$ cat config.mk
export PLATFORM = sky130hd
export DESIGN_NAME = can_id_filter
export DESIGN_NICKNAME = d
export VERILOG_FILES = /design/src/rtl/can_filt_pkg.sv /design/src/rtl/can_filt_match.sv /design/src/rtl/can_filt_prio.sv /design/src/rtl/can_id_filter.sv
export SDC_FILE = /design/constraint.sdc
export NUM_CORES = 1
export LEC_CHECK = 0
export BUFFER_PORTS_ARGS = -buffer_cell sky130_fd_sc_hd__buf_2
export CAP_MARGIN = 10
export CORE_UTILIZATION = 34
export CTS_BUF_LIST = sky130_fd_sc_hd__clkbuf_16
export CTS_CLUSTER_SIZE = 16
export DETAILED_ROUTE_END_ITERATION = 10
export HOLD_SLACK_MARGIN = 0.15
export PLACE_DENSITY = 0.73
export SLEW_MARGIN = 5
export SYNTH_ARGS = -nofsm -noshare
export SYNTH_HDL_FRONTEND = slang
export SYNTH_SLANG_ARGS = --single-unit
$ cat constraint.sdc
create_clock -name clk_i -period 1.2 [get_ports clk_i]
set_input_delay 0.06 -clock clk_i [delete_from_list [all_inputs] [get_ports clk_i]]
set_output_delay 0.06 -clock clk_i [all_outputs]
set_load 0.03 [all_outputs]
$ cat src/rtl/can_filt_pkg.sv
package can_filt_pkg;
  localparam int unsigned BYTE_W   = 8;
  localparam int unsigned NUM_SLOT = 4;

  typedef enum logic [1:0] {
    FILT_ONE    = 2'b00,
    FILT_TWO    = 2'b01,
    FILT_FOUR   = 2'b10,
    FILT_CLOSED = 2'b11
  } filt_mode_e;
endpackage

$ cat src/rtl/can_filt_match.sv
module can_filt_match
  import can_filt_pkg::*;
#(
  parameter int unsigned BW = BYTE_W,
  parameter int unsigned NS = NUM_SLOT,
  localparam int unsigned WW = BW * NS,
  localparam int unsigned HW = WW / 2
) (
  input  logic [WW-1:0] id_i,
  input  logic [WW-1:0] code_i,
  input  logic [WW-1:0] mask_i,
  input  logic [1:0]    mode_i,
  output logic [NS-1:0] hits_o
);
  logic          full_hit;
  logic [1:0]    half_hit;
  logic [NS-1:0] byte_hit;

  // mask bit 1 = don't care
  assign full_hit = &(~(id_i ^ code_i) | mask_i);

  for (genvar f = 0; f < 2; f++) begin : g_half
    localparam int unsigned TOP = WW - 1 - f * HW;
    assign half_hit[f] = &(~(id_i[WW-1 -: HW] ^ code_i[TOP -: HW]) | mask_i[TOP -: HW]);
  end

  for (genvar n = 0; n < NS; n++) begin : g_byte
    localparam int unsigned TOP = WW - 1 - n * BW;
    assign byte_hit[n] = &(~(id_i[WW-1 -: BW] ^ code_i[TOP -: BW]) | mask_i[TOP -: BW]);
  end

  always_comb begin
    hits_o = '0;
    unique case (filt_mode_e'(mode_i))
      FILT_ONE:    hits_o[0]   = full_hit;
      FILT_TWO:    hits_o[1:0] = half_hit;
      FILT_FOUR:   hits_o      = byte_hit;
      FILT_CLOSED: hits_o      = '0;
      default:     hits_o      = '0;
    endcase
  end
endmodule

$ cat src/rtl/can_filt_prio.sv
module can_filt_prio #(
  parameter int unsigned NS = 4,
  localparam int unsigned IW = (NS > 1) ? $clog2(NS) : 1
) (
  input  logic [NS-1:0] hits_i,
  output logic          any_o,
  output logic [IW-1:0] idx_o
);
  always_comb begin
    idx_o = '0;
    for (int i = NS - 1; i >= 0; i--) begin
      if (hits_i[i]) idx_o = IW'(i);
    end
  end
  assign any_o = |hits_i;

  // lowest hit wins
  always_comb begin
    if (any_o) begin
      assert_lowest_R5: assert (hits_i[idx_o] &&
        ((hits_i & ((NS'(1) << idx_o) - NS'(1))) == '0));
    end
  end
endmodule

$ cat src/rtl/can_id_filter.sv
module can_id_filter
  import can_filt_pkg::*;
#(
  parameter int unsigned BW = BYTE_W,
  parameter int unsigned NS = NUM_SLOT,
  localparam int unsigned WW = BW * NS,
  localparam int unsigned IW = (NS > 1) ? $clog2(NS) : 1
) (
  input  logic          clk_i,
  input  logic          rst_ni,
  input  logic [WW-1:0] id_i,
  input  logic [WW-1:0] code_i,
  input  logic [WW-1:0] mask_i,
  input  logic [1:0]    mode_i,
  input  logic          frame_done_i,
  input  logic          rxf_clr_i,
  output logic          accept_o,
  output logic [IW-1:0] hit_o,
  output logic          rxf_o
);
  logic [NS-1:0] hits;
  logic          any_hit;
  logic [IW-1:0] win_idx;
  logic          take;

  can_filt_match #(.BW(BW), .NS(NS)) u_match (
    .id_i   (id_i),
    .code_i (code_i),
    .mask_i (mask_i),
    .mode_i (mode_i),
    .hits_o (hits)
  );

  can_filt_prio #(.NS(NS)) u_prio (
    .hits_i (hits),
    .any_o  (any_hit),
    .idx_o  (win_idx)
  );

  assign take = frame_done_i & any_hit;

  always_ff @(posedge clk_i or negedge rst_ni) begin
    if (!rst_ni) begin
      accept_o <= 1'b0;
      hit_o    <= '0;
      rxf_o    <= 1'b0;
    end else begin
      accept_o <= take;
      if (take) hit_o <= win_idx;
      if (take)           rxf_o <= 1'b1;
      else if (rxf_clr_i) rxf_o <= 1'b0;
    end
  end

  assert_accept_strobe_R6: assert property (@(posedge clk_i) disable iff (!rst_ni)
    accept_o |-> $past(frame_done_i));

  assert_closed_R4: assert property (@(posedge clk_i) disable iff (!rst_ni)
    accept_o |-> ($past(mode_i) != 2'b11));

  assert_hit_hold_R7: assert property (@(posedge clk_i) disable iff (!rst_ni)
    !accept_o |-> $stable(hit_o));

  assert_rxf_set_R8: assert property (@(posedge clk_i) disable iff (!rst_ni)
    accept_o |-> rxf_o);

  assert_rxf_hold_R8: assert property (@(posedge clk_i) disable iff (!rst_ni)
    ($past(rxf_o) && !$past(rxf_clr_i)) |-> rxf_o);
endmodule

==> results_tabular.tex <==
\begin{tabular}{lr}
\hline
Metric & Value \\
\hline
\multicolumn{2}{l}{\textbf{Timing}} \\
\quad Final setup violating endpoints & 3 \\
\quad Final-report hold violation count & 0 \\
\quad Min setup slack post-route & -0.07923 ns \\
\quad Part of the cycle the worst path needs & 1.066 \\
\quad Worst setup skew after layout & 0 ns \\
\quad Minimum hold slack & 0.1692 ns \\
\quad Slew at the pin closest to its max-slew limit & $\sim$0.47 ns \\
\quad Highest attainable clock frequency & 0.7817 GHz \\
\quad Max-slew headroom at the worst pin & 0.6879 \\
\quad Unrepaired setup endpoints after global routing & true \\
\quad Total Negative Setup Slacks & -0.1190 ns \\
\quad Final slew viol count & 0 \\
\quad Shortest clock period the worst path allows after layout & roughly 1.3 ns \\
\multicolumn{2}{l}{\textbf{Critical path}} \\
\quad Startpoint kind of the worst setup timing path & primary input \\
\quad Required time reported for the critical path endpoint & 1.30 ns \\
\quad Arrival time of data at the critical path endpoint & 1.38 ns \\
\quad Kind of end point of the critical path & register \\
\quad Maximum cell stage delay along the critical path & 0.32 ns \\
\quad Ordered list of cells on the worst path & buf\_2, xnor2\_1, o22ai\_1, nor4\_2, nand4\_1, a31o\_2, nor3b\_2 \\
\quad Critical setup path kind & in -> reg \\
\quad Worst path slowest cell & nor4\_2 \\
\quad Largest fanout of any net on the critical path & 4 \\
\multicolumn{2}{l}{\textbf{Synthesis}} \\
\quad Number of cells produced by synthesis & 151 \\
\quad Dominant cells by area after synthesis & xnor2\_1 (45\%), o22ai\_1 (13\%), dfrtp\_1 (8.2\%) \\
\quad Most area-hungry cell type in the Yosys netlist & xnor2\_1 \\
\quad Syn nets & 256 \\
\quad Syn Std Cell Area & 0.001219 mm2 \\
\quad Number of warnings issued by yosys & 0 \\
\quad Synthesized area divided by synthesized cell count & 8.071 um2 \\
\quad Seq cells post-synth & 4 \\
\quad Synth top area share & 0.4456 \\
\quad Share of synthesized area occupied by flip-flops and latches & 0.08214 \\
\quad Yosys cell types & 34 \\
\multicolumn{2}{l}{\textbf{Global routing}} \\
\quad Global-route wire length before repair & around 6100 um \\
\quad Grt ovf & 0 \\
\quad Vias in the first global route & 1490 \\
\quad Total Routing Usage GR & 0.2164 \\
\quad Maximum number of pins on one net before global-route repair & 6 \\
\quad Antenna violations before repair & 0 \\
\multicolumn{2}{l}{\textbf{Final layout}} \\
\quad Number of fill cells & 282 \\
\quad Share of layout cells above drive strength 1 & 0.6101 \\
\quad Antenna diode count & 0 \\
\quad Area growth syn-to-layout & 88.71\% \\
\quad Final net count & 384 \\
\multicolumn{2}{l}{\textbf{Flow run}} \\
\quad \# Max-Cap Violations & 0 \\
\multicolumn{2}{l}{\textbf{Min path}} \\
\quad Hold WC Path Type & in -> async \\
\multicolumn{2}{l}{\textbf{Floorplanning}} \\
\quad Boundary Pins & 106 \\
\quad Die Span X & roughly 62 um \\
\quad Core area & 0.003390 mm2 \\
\quad Total Die Area & 0.003828 mm2 \\
\quad \# rows & 21 \\
\quad Effective utilization at floorplan & 0.3595 \\
\quad DIE HEIGHT & 61.87 um \\
\multicolumn{2}{l}{\textbf{Status}} \\
\quad Result of the run & finished, violations left \\
\quad Violations in the final reports & setup timing \\
\multicolumn{2}{l}{\textbf{Power}} \\
\quad Switch share & 0.3288 \\
\quad Pleak & 1.049 nW \\
\quad Net switching component of the power & 533.0 uW \\
\quad Register share of total power & 0.105 \\
\quad Power share of the combinational group & 0.576 \\
\quad Clock share of power & 0.319 \\
\quad Pwr per Cell Area & slightly above 700 mW/mm2 \\
\quad Internal cell power & 1.088 mW \\
\quad Largest voltage drop on the vdd net & 445.1 uV \\
\multicolumn{2}{l}{\textbf{CTS}} \\
\quad Clock insertion delay at the later pin of the skew report & 0.22 ns \\
\quad CTS Buf Count & 3 \\
\quad Buffer type at the clock tree root & clkbuf\_16 \\
\quad CTS H-tree depth & 1 \\
\quad CTS tree & built \\
\quad Total number of clock tree sinks & 4 \\
\quad Max Buffers Root-to-Sink & 2 \\
\quad Clock slew seen by the registers of the worst setup and hold paths & 0.03 ns \\
\multicolumn{2}{l}{\textbf{Route}} \\
\quad Antenna viol nets, final & 0 \\
\quad Sum of routed wire length over all layers & between 4000 and 5000 um \\
\quad Average vias per placed instance & 5.012 \\
\quad Via total after detailed routing & 1619 \\
\quad Initial drt markers & 61 \\
\quad DRC viols & 0 \\
\quad Detail-routed net length per standard cell & 14.76 um \\
\quad Total iterations of the first detailed-routing run & 4 \\
\multicolumn{2}{l}{\textbf{Placement}} \\
\quad Routability Congestion & 0.8842 \\
\quad Final HPWL from detailed placement & 3698 um \\
\quad Number of I/O port buffers & 105 \\
\hline
\end{tabular}
==> cells by family (layout without fill, tap and decap cells) <==
group / count (synthesis) / count (layout) / share of synthesized area
AO/OA/AOI/OAI: 42 / 42 / 0.2310
AND/OR/NAND/NOR: 26 / 26 / 0.1212
XOR/XNOR: 64 / 64 / 0.4723
buffers and inverters: 12 / 138 / 0.06262
flip-flops: 4 / 4 / 0.08214
adder cells (fa/ha/maj): 3 / 3 / 0.03080
==> power by group through the flow <==
stage,registers [mW],logic [mW],clock network [mW]
after detailed placement,0.173,0.791,0
after floorplan,0.221,0.388,0
after global routing,0.175,1.00,0.535
final,0.171,0.933,0.517
after CTS,0.172,0.844,0.525
after global placement,0.173,0.787,0
==> per-stage QoR <==
stage	worst slack, ns	utilization	std cells	power (mW)	area [um2]
global placement	-0.3532	0.5736	319	0.9596	1944
finish	-0.07923	0.6785	323	1.621	2300
detailed placement	-0.3446	0.5736	319	0.9638	1944
floorplan	-0.1550	-	151	0.6092	1251
CTS	-0.04174	0.6316	323	1.541	2141
global route	-0.1235	0.6785	323	1.710	2300
==> critical path, delay by kind of cell <==
| family | cells | cell delay [ns] |
|---|---|---|
| buffers and inverters | 1 | 0.12 |
| AO/OA/AOI/OAI | 2 | 0.42 |
| AND/OR/NAND/NOR | 3 | 0.61 |
| XOR/XNOR | 1 | 0.18 |
==> registers in the layout, summed over array words and instances (netlist names) <==
register / count
rxf_o: 1
hit_o: 2
accept_o: 1
==> cell usage in the layout (no fill, tap or decap), drive strengths merged <==
cell / instances
o211a: 1
or3: 1
nor3b: 1
clkbuf: 3
o2111ai: 1
o21a: 1
o22ai: 26
and4: 1
dlygate4sd3: 1
o221a: 1
a31o: 1
dfrtp: 4
o211ai: 3
nor2: 11
buf: 130
nand4: 2
a221oi: 1
nand2b: 1
nor4: 2
inv: 4
nand3b: 1
o31ai: 1
and3: 1
nor3: 3
xnor2: 64
a21oi: 1
o22a: 1
or2b: 1
ha: 3
or4: 1
o21ai: 4
==> layout make-up <==
class | instances | area, um2 | area share
Clock buffer | 3 | 75.07 | 0.03264
Inverter | 4 | 15.01 | 0.006529
Multi-Input combinational cell | 135 | 1255 | 0.5457
Sequential cell | 4 | 100.1 | 0.04353
Tap cell | 46 | 57.56 | 0.02503
Timing Repair Buffer | 131 | 797.0 | 0.3466
==> Yosys cell counts <==
cell type  count
a21oi_1        1
or3_1          1
nor2_1        10
o21ai_0        4
o211a_1        1
xnor2_2        2
clkbuf_2       1
buf_6          3
a221oi_1       1
and3_1         1
a31o_2         1
inv_1          4
nor4_1         2
o211ai_1       3
buf_4          1
or2b_1         1
and4_2         1
nor2_2         1
nand4_1        2
o22a_1         1
o22ai_1       26
nand3b_1       1
ha_1           3
nor3b_2        1
nand2b_1       1
o21a_1         1
or4_1          1
buf_2          3
nor3_1         3
dfrtp_1        4
o221a_1        1
xnor2_1       62
o2111ai_1      1
o31ai_1        1
==> layer usage <==
layer | GRT usage | wire [um]
met3 | 0.01242 | 197
met5 | 0 | 0
met1 | 0.2671 | 1941
met2 | 0.3978 | 2604
met4 | 0.07302 | 23
==> final timing paths <==
path	startpoint	end	slack, ns	depth (start not counted)
worst max-delay path	code_i[12]	hit_o[0]$_DFFE_PN0P_	-0.08	7
min in group clk_i	rxf_clr_i	rxf_o$_DFFE_PN0P_	0.20	3
max in group asynchronous	rst_ni	accept_o$_DFF_PN0_	0.91	2
worst min-delay path	rst_ni	rxf_o$_DFFE_PN0P_	0.17	2
worst min register to register	rxf_o$_DFFE_PN0P_	rxf_o$_DFFE_PN0P_	0.53	2
worst max register to register	hit_o[0]$_DFFE_PN0P_	hit_o[0]$_DFFE_PN0P_	0.12	4
==> timing repair <==
item                                    CTS  global route
setup buffers                             0             1
gates resized for setup                  24            36
hold buffers                              1             0
endpoints found under the hold margin     4             0
cloned                                    0             0
pin swaps                                 9            21
endpoints found under the setup margin    4             4
No activity file was read; power rests on OpenSTA's default activity.
